**config.mk**
```make
export PLATFORM = sky130hd
export DESIGN_NAME = irq_flag_ctrl
export DESIGN_NICKNAME = d
export VERILOG_FILES = /design/src/rtl/irq_pkg.sv /design/src/rtl/irq_flag_bank.sv /design/src/rtl/irq_mask_reg.sv /design/src/rtl/irq_gate.sv /design/src/rtl/irq_flag_ctrl.sv
export SDC_FILE = /design/constraint.sdc
export NUM_CORES = 1
export LEC_CHECK = 0
export BUFFER_PORTS_ARGS = -buffer_cell sky130_fd_sc_hd__buf_2
export CORE_MARGIN = 4
export CORE_UTILIZATION = 36
export DETAILED_ROUTE_END_ITERATION = 8
export GPL_TIMING_DRIVEN = 0
export HOLD_SLACK_MARGIN = 0.08
export PLACE_DENSITY_LB_ADDON = 0.3
export SETUP_SLACK_MARGIN = 0.15
export SKIP_LAST_GASP = 1
export SLEW_MARGIN = 15
export SYNTH_ARGS = -nofsm -noshare
export SYNTH_HDL_FRONTEND = slang
export SYNTH_SLANG_ARGS = --single-unit
```
**constraint.sdc**
```tcl
create_clock -name clk -period 1 [get_ports clk]
set_input_delay 0.05 -clock clk [delete_from_list [all_inputs] [get_ports clk]]
set_output_delay 0.05 -clock clk [all_outputs]
set_load 0.01 [all_outputs]
```
**src/rtl/irq_pkg.sv**
```systemverilog
package irq_pkg;

    localparam int NSRC = 6;

    // Bit positions of the request sources within the flag and mask words
    typedef enum logic [2:0] {
        SRC_TMR_OVF  = 3'd0,
        SRC_IN_CHG   = 3'd1,
        SRC_EXT_PIN  = 3'd2,
        SRC_ADC_DONE = 3'd3,
        SRC_PRD_HIT  = 3'd4,
        SRC_CMP_CHG  = 3'd5
    } src_e;

    // Sources whose flag may only latch while their mask bit is set
    localparam logic [NSRC-1:0] GATED_SRC = NSRC'(1) << SRC_IN_CHG;

    typedef enum logic {
        SEL_STATUS = 1'b0,
        SEL_MASK   = 1'b1
    } reg_sel_e;

    typedef struct packed {
        logic            wr;
        reg_sel_e        sel;
        logic [NSRC-1:0] data;
    } reg_req_t;

    typedef struct packed {
        logic ei;
        logic di;
        logic reti;
    } gie_ctl_t;

    function automatic logic any_pending(input logic [NSRC-1:0] f,
                                         input logic [NSRC-1:0] m);
        return |(f & m);
    endfunction

endpackage

```
**src/rtl/irq_flag_bank.sv**
```systemverilog
module irq_flag_bank
    import irq_pkg::*;
#(
    parameter int N = NSRC,
    parameter logic [N-1:0] GATED = GATED_SRC
) (
    input  logic         clk,
    input  logic         rst,
    input  logic [N-1:0] evt,
    input  logic         clr_en,
    input  logic [N-1:0] keep_bits,
    input  logic [N-1:0] mask,
    output logic [N-1:0] flags
);

    for (genvar i = 0; i < N; i++) begin : g_flag
        logic set_now;
        logic hold;

        if (GATED[i]) begin : g_gated
            assign set_now = evt[i] & mask[i];
        end else begin : g_free
            assign set_now = evt[i];
        end

        assign hold = clr_en ? (flags[i] & keep_bits[i]) : flags[i];

        always_ff @(posedge clk) begin
            if (rst) flags[i] <= 1'b0;
            else     flags[i] <= set_now | hold;
        end

        if (GATED[i]) begin : g_chk_gated
            // an input-change event behind a cleared mask bit leaves the flag clear
            a_r3_gated_drop: assert property (@(posedge clk) disable iff (rst)
                (evt[i] && !mask[i] && !flags[i]) |=> !flags[i]);
        end else begin : g_chk_free
            // an event always leaves its flag set, even against a clear
            a_r2_event_latches: assert property (@(posedge clk) disable iff (rst)
                evt[i] |=> flags[i]);
        end
    end

    // with no event and no clear, a flag never changes
    a_r5_flags_stable: assert property (@(posedge clk) disable iff (rst)
        (!clr_en && evt == '0) |=> $stable(flags));

endmodule

```
**src/rtl/irq_mask_reg.sv**
```systemverilog
module irq_mask_reg
    import irq_pkg::*;
#(
    parameter int N = NSRC
) (
    input  logic         clk,
    input  logic         rst,
    input  logic         wr_en,
    input  logic [N-1:0] wdata,
    output logic [N-1:0] mask
);

    always_ff @(posedge clk) begin
        if (rst)        mask <= '0;
        else if (wr_en) mask <= wdata;
    end

    // without a mask write the mask holds
    a_r4_mask_hold: assert property (@(posedge clk) disable iff (rst)
        !wr_en |=> $stable(mask));

endmodule

```
**src/rtl/irq_gate.sv**
```systemverilog
module irq_gate
    import irq_pkg::*;
#(
    parameter int N = NSRC,
    parameter int PC_W = 12,
    parameter logic [PC_W-1:0] VEC = PC_W'(8)
) (
    input  logic            clk,
    input  logic            rst,
    input  gie_ctl_t        ctl,
    input  logic [N-1:0]    flags,
    input  logic [N-1:0]    mask,
    input  logic            fetch_en,
    input  logic            sleep_i,
    output logic            gie,
    output logic            irq_req,
    output logic            vec_take,
    output logic [PC_W-1:0] vec_addr,
    output logic            wake
);

    logic pend;

    assign pend     = any_pending(flags, mask);
    assign irq_req  = gie & pend;
    assign vec_take = fetch_en & irq_req;
    assign vec_addr = vec_take ? VEC : '0;
    assign wake     = sleep_i & pend;

    always_ff @(posedge clk) begin
        if (rst)                     gie <= 1'b0;
        else if (vec_take)           gie <= 1'b0;
        else if (ctl.di)             gie <= 1'b0;
        else if (ctl.ei || ctl.reti) gie <= 1'b1;
    end

    // entering the vector drops the global enable
    a_r8_take_clears: assert property (@(posedge clk) disable iff (rst)
        vec_take |=> !gie);

    // the disable strobe wins over any set strobe
    a_r7_di_wins: assert property (@(posedge clk) disable iff (rst)
        ctl.di |=> !gie);

    // a set strobe without disable or vector entry raises the enable
    a_r7_set: assert property (@(posedge clk) disable iff (rst)
        ((ctl.ei || ctl.reti) && !ctl.di && !vec_take) |=> gie);

    // the vector is never taken while the enable is clear
    a_r9_no_take_gie_off: assert property (@(posedge clk) disable iff (rst)
        !gie |-> !vec_take);

endmodule

```
**src/rtl/irq_flag_ctrl.sv**
```systemverilog
module irq_flag_ctrl
    import irq_pkg::*;
#(
    parameter int PC_W = 12,
    parameter int VEC_ADDR = 8,
    parameter int DATA_W = 8
) (
    input  logic              clk,
    input  logic              rst,
    input  logic [NSRC-1:0]   evt_i,
    input  logic              reg_wr,
    input  logic              reg_sel,
    input  logic [NSRC-1:0]   reg_wdata,
    output logic [DATA_W-1:0] reg_rdata,
    input  logic              ei_stb,
    input  logic              di_stb,
    input  logic              reti_stb,
    input  logic              fetch_en,
    input  logic              sleep_i,
    output logic              irq_req,
    output logic              vec_take,
    output logic [PC_W-1:0]   vec_addr,
    output logic              gie_o,
    output logic              wake
);

    localparam logic [PC_W-1:0] VEC = PC_W'(VEC_ADDR);

    reg_req_t        req;
    gie_ctl_t        ctl;
    logic [NSRC-1:0] flags;
    logic [NSRC-1:0] mask;
    logic [NSRC-1:0] rd_word;

    assign req.wr   = reg_wr;
    assign req.sel  = reg_sel_e'(reg_sel);
    assign req.data = reg_wdata;

    assign ctl.ei   = ei_stb;
    assign ctl.di   = di_stb;
    assign ctl.reti = reti_stb;

    irq_mask_reg #(.N(NSRC)) u_mask (
        .clk   (clk),
        .rst   (rst),
        .wr_en (req.wr && req.sel == SEL_MASK),
        .wdata (req.data),
        .mask  (mask)
    );

    irq_flag_bank #(.N(NSRC), .GATED(GATED_SRC)) u_flags (
        .clk       (clk),
        .rst       (rst),
        .evt       (evt_i),
        .clr_en    (req.wr && req.sel == SEL_STATUS),
        .keep_bits (req.data),
        .mask      (mask),
        .flags     (flags)
    );

    irq_gate #(.N(NSRC), .PC_W(PC_W), .VEC(VEC)) u_gate (
        .clk      (clk),
        .rst      (rst),
        .ctl      (ctl),
        .flags    (flags),
        .mask     (mask),
        .fetch_en (fetch_en),
        .sleep_i  (sleep_i),
        .gie      (gie_o),
        .irq_req  (irq_req),
        .vec_take (vec_take),
        .vec_addr (vec_addr),
        .wake     (wake)
    );

    always_comb begin
        case (req.sel)
            SEL_MASK: rd_word = mask;
            default:  rd_word = flags & mask;
        endcase
    end

    assign reg_rdata = DATA_W'(rd_word);

    // a request implies the enable is set
    a_r6_req_needs_gie: assert property (@(posedge clk) disable iff (rst)
        irq_req |-> gie_o);

    // a flag that stays set re-requests once return restores the enable
    a_r8_rearm: assert property (@(posedge clk) disable iff (rst)
        (reti_stb && !di_stb && !vec_take && (flags & mask) != '0 && !reg_wr
         && evt_i == '0) |=> irq_req);

endmodule

```
==> results of run 1 <==
-- cells in the mapped netlist (all sizes together) --
library cell	count	area share [%]
buf	15	16
o21a	6	6.7
a22oi	3	3.4
nand2b	1	0.94
inv	5	2.8
o21ai	6	4.5
clkbuf	2	1.3
and2	2	2.1
nor3	1	0.75
or3	1	0.94
nand2	8	4.5
a21oi	12	9.0
and3	1	1.1
conb	1	0.56
dfxtp	13	39
a31oi	1	0.94
nand3	7	5.2
-- where the power goes --
| part | internal [mW] | switching, mW | total, mW |
|---|---|---|---|
| clock network | 0.154 | 0.156 | 0.310 |
| logic | 0.155 | 0.120 | 0.274 |
| registers | 0.549 | 0.0269 | 0.575 |
-- kinds of logic after synthesis --
kind of cell / synth area share (%)
flip-flops: 38.9
AO/OA/AOI/OAI: 24.5
AND/OR/NAND/NOR: 15.5
buffers and inverters: 20.6
other: 0.560
-- final timing paths --
path         cells past startpoint                       to
max                              5              vec_addr[3]
min                              2  u_gate.gie$_SDFFE_PP0P_
max reg2reg                      3  u_gate.gie$_SDFFE_PP0P_
min reg2reg                      1  u_gate.gie$_SDFFE_PP0P_
-- cell type report --
class	count	area [sq um]
Buffer	17	123
Clock buffer	4	26.3
Fill cell	153	602
Inverter	5	18.8
Multi-Input combinational cell	62	340
Sequential cell	13	278
Tap cell	25	31.3
Timing Repair Buffer	47	327
-- layer usage --
metal  up-vias  part of all wire, %
li1        387                    -
met5         -                    0
met1       343                   41
met4         0                    0
met2        28                   51
met3         0                  8.7
-- through the flow --
stage          TNS, ps  area (sq um)  util, %  cells
6_report         -1310          1140     65.5    173
5_1_grt          -1740          1140     65.5    173
4_1_cts          -1230          1120     64.4    172
3_5_place_dp      -314           907     52.0    152
3_3_place_gp      -302           907     52.0    152
2_1_floorplan        0           726        -     97
-- worst reg2reg max path: stages, from the launching register on --
cell and delay, ps:
dfxtp_4 360, nor3_1 40, or3_1 300, a31oi_1 170
-- state kept, by name, indices dropped and copies added, names as in the netlist --
name	flops
u_gate.gie	1
u_mask.mask	6
u_flags.flags	6
-- repair_timing --
item / in CTS / in global routing
endpoints found under the setup margin: 11 / 14
setup buffers: 2 / 1
resized for setup: 13 / 7
hold endpoints to repair: 13 / 1
pin swaps: 6 / 0
==> flow_summary.ini, run 1 <==
[die]
die_w_microns = 51.1
die_h_microns = 51.1
ioPinCount = 45
core_region_area_sq_um = 1750
start_util_pct = 38.4
num_rows = 15
die_area_sq_um = 2610

[final_layout]
syn_to_final_growth_pct = 70.8
layout_commonest_cell = buf_2
finalNetCount = 170
drive_above_1_share_pct = 45.9
diodes = 0
layout_common_cells = buf_2 (30), buf_4 (14), dlygate4sd3_1 (14)

[place]
pre_cts_slack_ps = -154
hpwl_microns = 1270
place.gp.congestion = 0.795
portBuffers = 30

[sta]
fin_crit_ps = 1350
fin_crit_sh_pct = 135
hold_ws_ps = -9.04
final_hold_viol_count = 1
report.final.slew_viol_count = 0
skew_ps = 2.47
timing.fmax_mhz = 740
rsz0062_at_grt = true
worst_slack_ps = -352
report.final.setup_viol = 6

[critical_path]
cp.buffers_inverters = 2
start_kind = flip-flop
endpoint_kind = output pin
crit_type = reg2out
cp_top_family = flip-flops
crit_start = u_mask.mask[3]$_SDFFE_PP0P_
crit_path_top_delay_cell = dfxtp_2
r2r-start = u_gate.gie$_SDFFE_PP0P_
r2r_slack_ps = 50
crit_chain = a22oi_2 -> nand3_2 -> and3_4 -> buf_6 -> buf_6
max_stage_delay_ps = 330
required_ps = 950
path_max_fanout = 4
crit_arrival_ps = 1300
critPathMostFrequentCell = buf_6

[synthesis]
syn_inst = 85
ys_seq_elements = 13
synth_area_per_cell_sq_um = 7.88
synthDistinctLibCells = 20
syn_area_sq_um = 669
yosys_warnings = 0
ys_seq_area_share_pct = 38.9

[global_route]
gr-max-usage-layer = met2
overflow = 0
grtUsageMet1_pct = 17.1
grt_pass1_wl_microns = 2950
grt_start_max_net_pins = 11
grt_util_met3_pct = 4.37
grt_util_met2_pct = 26.4
antenna_found_initial = 0
grt_use_total_pct = 14.3
grt_pass1_vias = 734

[clocking]
htreeDepth = 1
cts_tree = yes
cts-root-buf = clkbuf_4
cts.reportedPaths.clkPinSlew_ps = 70
numCtsBuffers = 3
cts.sinks = 13
clockBufferDepth = 2
clkLatencyLatePin_ps = 270
hold_buffers = 14

[routing]
postRouteAntennaNets = 0
drc = 0
vias = 758
initialDrtViolationCount = 15
first_pass_iters = 4
vias_per_cell = 4.38
wl_microns = 1770
wire_per_inst_microns = 10.2

[run_status]
status = finished, violations left
violations = hold timing, setup timing

[power]
p_leak_nw = 0.575
vdd_drop_max_mv = 0.936
p_total_mw = 1.16
power_density_nw_per_um2 = 1010

[hold_path]
min-delay-start = fetch_en
hold_class = in2reg

[flow_run]
maxCapViolCount = 0
(Power assumes the default switching activity.)
==> run 2, diff against run 1 <==
CAP_MARGIN = 30   (was not set)
GPL_TIMING_DRIVEN = not set   (was 0)
==> flow_summary.ini, run 2 (synthesized netlist as in run 1, its figures left out) <==
[final_layout]
n_fill_cell = 141
top_regs = u_flags.flags x6, u_mask.mask x6, u_gate.gie x1
syn_to_final_growth_pct = 70.7
layout_commonest_cell = buf_2
diodes = 0
final_area_sq_um = 1140
final_util_pct = 65.4
drive_above_1_share_pct = 44.8
layout_common_cells = buf_2 (29), conb_1 (13), dlygate4sd3_1 (13)
finalNetCount = 167

[sta]
worst_slack_ps = -267
report.final.setup_viol = 9
fin_crit_sh_pct = 127
rsz0062_at_grt = true
timing.fmax_mhz = 789
report.final.slew_viol_count = 0
skew_ps = 2.66
final_hold_viol_count = 0
fin_crit_ps = 1270

[die]
die_w_microns = 51.1
die_area_sq_um = 2610
die_h_microns = 51.1
num_rows = 15
ioPinCount = 45
core_region_area_sq_um = 1750
start_util_pct = 38.4

[global_route]
grt_use_total_pct = 15.6
antenna_found_initial = 0
overflow = 0
grt_start_max_net_pins = 13
grt_pass1_wl_microns = 2990
grt_pass1_vias = 685

[critical_path]
path_max_fanout = 4
crit_chain = a22oi_2 -> nand3_2 -> and3_4 -> buf_6
r2r_slack_ps = -100
cp.buffers_inverters = 1
crit_type = reg2out
cp_top_family = flip-flops
r2r-start = u_flags.flags[3]$_SDFF_PP0_
start_kind = flip-flop
r2r_end = u_gate.gie$_SDFFE_PP0P_
crit_arrival_ps = 1220
reg2reg_depth = 5
crit_path_top_delay_cell = dfxtp_2
max_stage_delay_ps = 320
required_ps = 950
endpoint_kind = output pin

[clocking]
clkLatencyLatePin_ps = 270
cts.sinks = 13
clockBufferDepth = 2
cts-root-buf = clkbuf_4
cts.reportedPaths.clkPinSlew_ps = 80
cts_tree = yes
htreeDepth = 1
numCtsBuffers = 3

[place]
hpwl_microns = 1320
dpl-instance-area_sq_um = 887
pre_cts_slack_ps = -59.8
place.gp.congestion = 0.752
portBuffers = 31

[routing]
wire_per_inst_microns = 11.5
vias = 746
first_pass_iters = 4
vias_per_cell = 4.39
drc = 0
postRouteAntennaNets = 0
wl_microns = 1950
initialDrtViolationCount = 10

[power]
p_sw_share_pct = 26.5
switchingPower_uw = 312
p_leak_nw = 0.565
power_density_nw_per_um2 = 1030
internal-power_uw = 868
p_total_mw = 1.18
clkPwrFrac_pct = 26.6
vdd_drop_max_mv = 0.582
combPwrFrac_pct = 24.8
p_seq_share_pct = 48.7

[flow_run]
maxCapViolCount = 0

[hold_path]
min_to = u_gate.gie$_SDFFE_PP0P_
hold_class = in2reg
holdPathStages = 3
min-delay-start = di_stb

[run_status]
violations = setup timing
status = finished, violations left
## run 2: cell count changes in the layout (fill, tap and decap cells not counted), moves of 2 or more
| cell | previous run | this run |
|---|---|---|
| dfxtp_1 | 3 | 5 |
| buf_4 | 14 | 10 |
| o21ai_1 | 3 | 1 |
| buf_6 | 4 | 9 |
| o21ai_0 | 3 | 5 |
## run 2: what timing repair did
action | CTS | global route
buffers inserted | 4 | 0
setup endpoints to repair | 11 | 12
hold buffers | 12 | 1
resized for setup | 21 | 1
endpoints found under the hold margin | 13 | 1
pin swaps | 8 | 2
cloned | 0 | 0
## run 2: through the flow
step | instances | hold WS (ps) | TNS, ps
2_1_floorplan | 97 | 119 | 0
3_3_place_gp | 149 | 256 | -105
3_5_place_dp | 149 | 261 | -157
4_1_cts | 169 | -32.1 | -1610
5_1_grt | 170 | 10.7 | -2060
6_report | 170 | 5.49 | -1580
## run 2: power groups by stage
stage               clock network [mW]  logic (mW)  registers (mW)
floorplan                            0       0.138           0.576
global placement                     0       0.208           0.574
detailed placement                   0       0.212           0.576
CTS                              0.330       0.284           0.573
global route                     0.343       0.324           0.579
finish                           0.313       0.292           0.574
## run 2: cell type report
cell class	instances	area [sq um]	share of cell area (%)
well taps	25	31.3	2.74
multi-input cells	62	342	29.9
inverters	5	18.8	1.64
repair buffers	61	452	39.5
clock buffers	4	26.3	2.30
flip-flops and latches	13	273	23.9
## run 2: per-layer routing
metal | global-route usage, % | share of wire [%] | vias to the layer above
met1 | 17.0 | 41 | 339
met3 | 3.50 | 6.2 | 2
met4 | 6.73 | 0.41 | 0
li1 | - | - | 382
met2 | 28.3 | 53 | 23
met5 | 0 | 0 | -
## run 2: worst max-delay path by stage
| stage | from | to | cells past startpoint |
|---|---|---|---|
| floorplan | u_mask.mask[0]$_SDFFE_PP0P_ | vec_addr[3] | 4 |
| global placement | u_flags.flags[3]$_SDFF_PP0_ | irq_req | 4 |
| detailed placement | u_flags.flags[3]$_SDFF_PP0_ | irq_req | 4 |
| CTS | u_flags.flags[0]$_SDFF_PP0_ | vec_take | 4 |
| global route | u_flags.flags[3]$_SDFF_PP0_ | wake | 4 |
| finish | u_flags.flags[3]$_SDFF_PP0_ | vec_take | 4 |
## run 2: tightest hold or removal path: cells and delay by family
kind	cells	cell delay, ps
buffers and inverters	1	70
AND/OR/NAND/NOR	1	90
AO/OA/AOI/OAI	1	30
==> run 3, diff against run 2 <==
GPL_TIMING_DRIVEN = 0   (was not set)
SETUP_SLACK_MARGIN = 0.4   (was 0.15)
==> flow_summary.ini, run 3 (synthesized netlist as in run 1, its figures left out) <==
[die]
die_w_microns = 51.1
num_rows = 15
core_region_area_sq_um = 1750
ioPinCount = 45
die_h_microns = 51.1
die_area_sq_um = 2610
start_util_pct = 38.4

[routing]
wl_microns = 1680
postRouteAntennaNets = 0
vias_per_cell = 4.38
initialDrtViolationCount = 5
first_pass_iters = 3
wire_per_inst_microns = 10.7
drc = 0
vias = 688

[power]
combPwrFrac_pct = 21.3
p_seq_share_pct = 50.8
vdd_drop_max_mv = 0.782
p_total_mw = 1.14
switchingPower_uw = 310
p_sw_share_pct = 27.2
clkPwrFrac_pct = 27.9
p_leak_nw = 0.518
internal-power_uw = 830
power_density_nw_per_um2 = 1100

[global_route]
overflow = 0
grt_pass1_wl_microns = 2730
grt_pass1_vias = 633
antenna_found_initial = 0
grt_start_max_net_pins = 11
grt_use_total_pct = 13.9

[sta]
final_hold_viol_count = 4
slew_headroom_pct = 64.3
fin_crit_sh_pct = 139
fin_crit_ps = 1390
hold_ws_ps = -32.8
worst_pin_slew_ps = 536
rsz0062_at_grt = true
skew_ps = 2.99
report.final.setup_viol = 4
worst_slack_ps = -387
timing.fmax_mhz = 721
report.final.slew_viol_count = 0

[critical_path]
start_kind = flip-flop
cp_top_family = flip-flops
cp.buffers_inverters = 2
critPathMostFrequentCell = buf_6
r2r_slack_ps = 80
crit_arrival_ps = 1340
crit_path_top_delay_cell = dfxtp_2
r2r-start = u_gate.gie$_SDFFE_PP0P_
crit_start = u_mask.mask[0]$_SDFFE_PP0P_
endpoint_kind = output pin
path_max_fanout = 4
required_ps = 950
crit_chain = a22oi_2 -> nand3_2 -> and3_4 -> buf_6 -> buf_6
max_stage_delay_ps = 340
crit_type = reg2out

[clocking]
cts.sinks = 13
htreeDepth = 1
cts_tree = yes
clockBufferDepth = 2
cts.reportedPaths.clkPinSlew_ps = 70
numCtsBuffers = 3
cts-root-buf = clkbuf_4
clkLatencyLatePin_ps = 270

[final_layout]
diodes = 0
drive_above_1_share_pct = 58.3
top_regs = u_flags.flags x6, u_mask.mask x6, u_gate.gie x1
syn_to_final_growth_pct = 54.2
fin_cells = 157
finalNetCount = 154
layout_common_cells = buf_2 (29), buf_4 (13), conb_1 (13)
layout_commonest_cell = buf_2

[place]
post-place-cells = 152
place.gp.congestion = 0.775
portBuffers = 30
hpwl_microns = 1240

[run_status]
status = finished, violations left
violations = hold timing, setup timing

[flow_run]
maxCapViolCount = 0

[hold_path]
hold_class = in2reg
min-delay-start = rst
-- run 3: worst paths after layout --
path | end | depth (start not counted)
max reg2reg | u_gate.gie$_SDFFE_PP0P_ | 3
min reg2reg | u_mask.mask[4]$_SDFFE_PP0P_ | 2
min | u_mask.mask[0]$_SDFFE_PP0P_ | 2
max | vec_addr[3] | 5
-- run 3: power by group through the flow --
stage	Clock (mW)	Sequential (mW)	Combinational (mW)
floorplan	0	0.576	0.145
global placement	0	0.578	0.215
detailed placement	0	0.580	0.218
CTS	0.331	0.576	0.226
global route	0.359	0.585	0.269
finish	0.318	0.580	0.243
-- run 3: metal layers --
layer,up-vias,global-route usage [%],routed length [microns],part of all wire [%]
met5,-,0,0,0
met4,0,10.8,42,2.5
met3,4,2.92,138,8.2
met2,29,21.5,773,46
met1,299,16.6,720,43
li1,356,-,-,-
-- run 3: repair_timing --
action | CTS | global route
pin swaps | 8 | 10
buffers inserted | 1 | 0
gates resized for setup | 16 | 14
setup endpoints to repair | 22 | 24
hold endpoints to repair | 13 | 13
-- run 3: cell type report --
type	count	area, sq um
multi-input cells	62	372
clock buffers	4	26.3
repair buffers	31	174
flip-flops and latches	13	279
fillers	158	713
inverters	5	18.8
plain buffers	17	131
well taps	25	31.3
-- run 3: per-stage QoR --
step           instance area (sq um)  util (%)  setup WS, ps  TNS [ps]
2_1_floorplan                    742         -          40.8         0
3_3_place_gp                     923      52.9          -151      -311
3_5_place_dp                     923      52.9          -191      -461
4_1_cts                          996      57.1          -376     -1280
5_1_grt                         1030      59.1          -462     -1690
6_report                        1030      59.1          -387     -1310
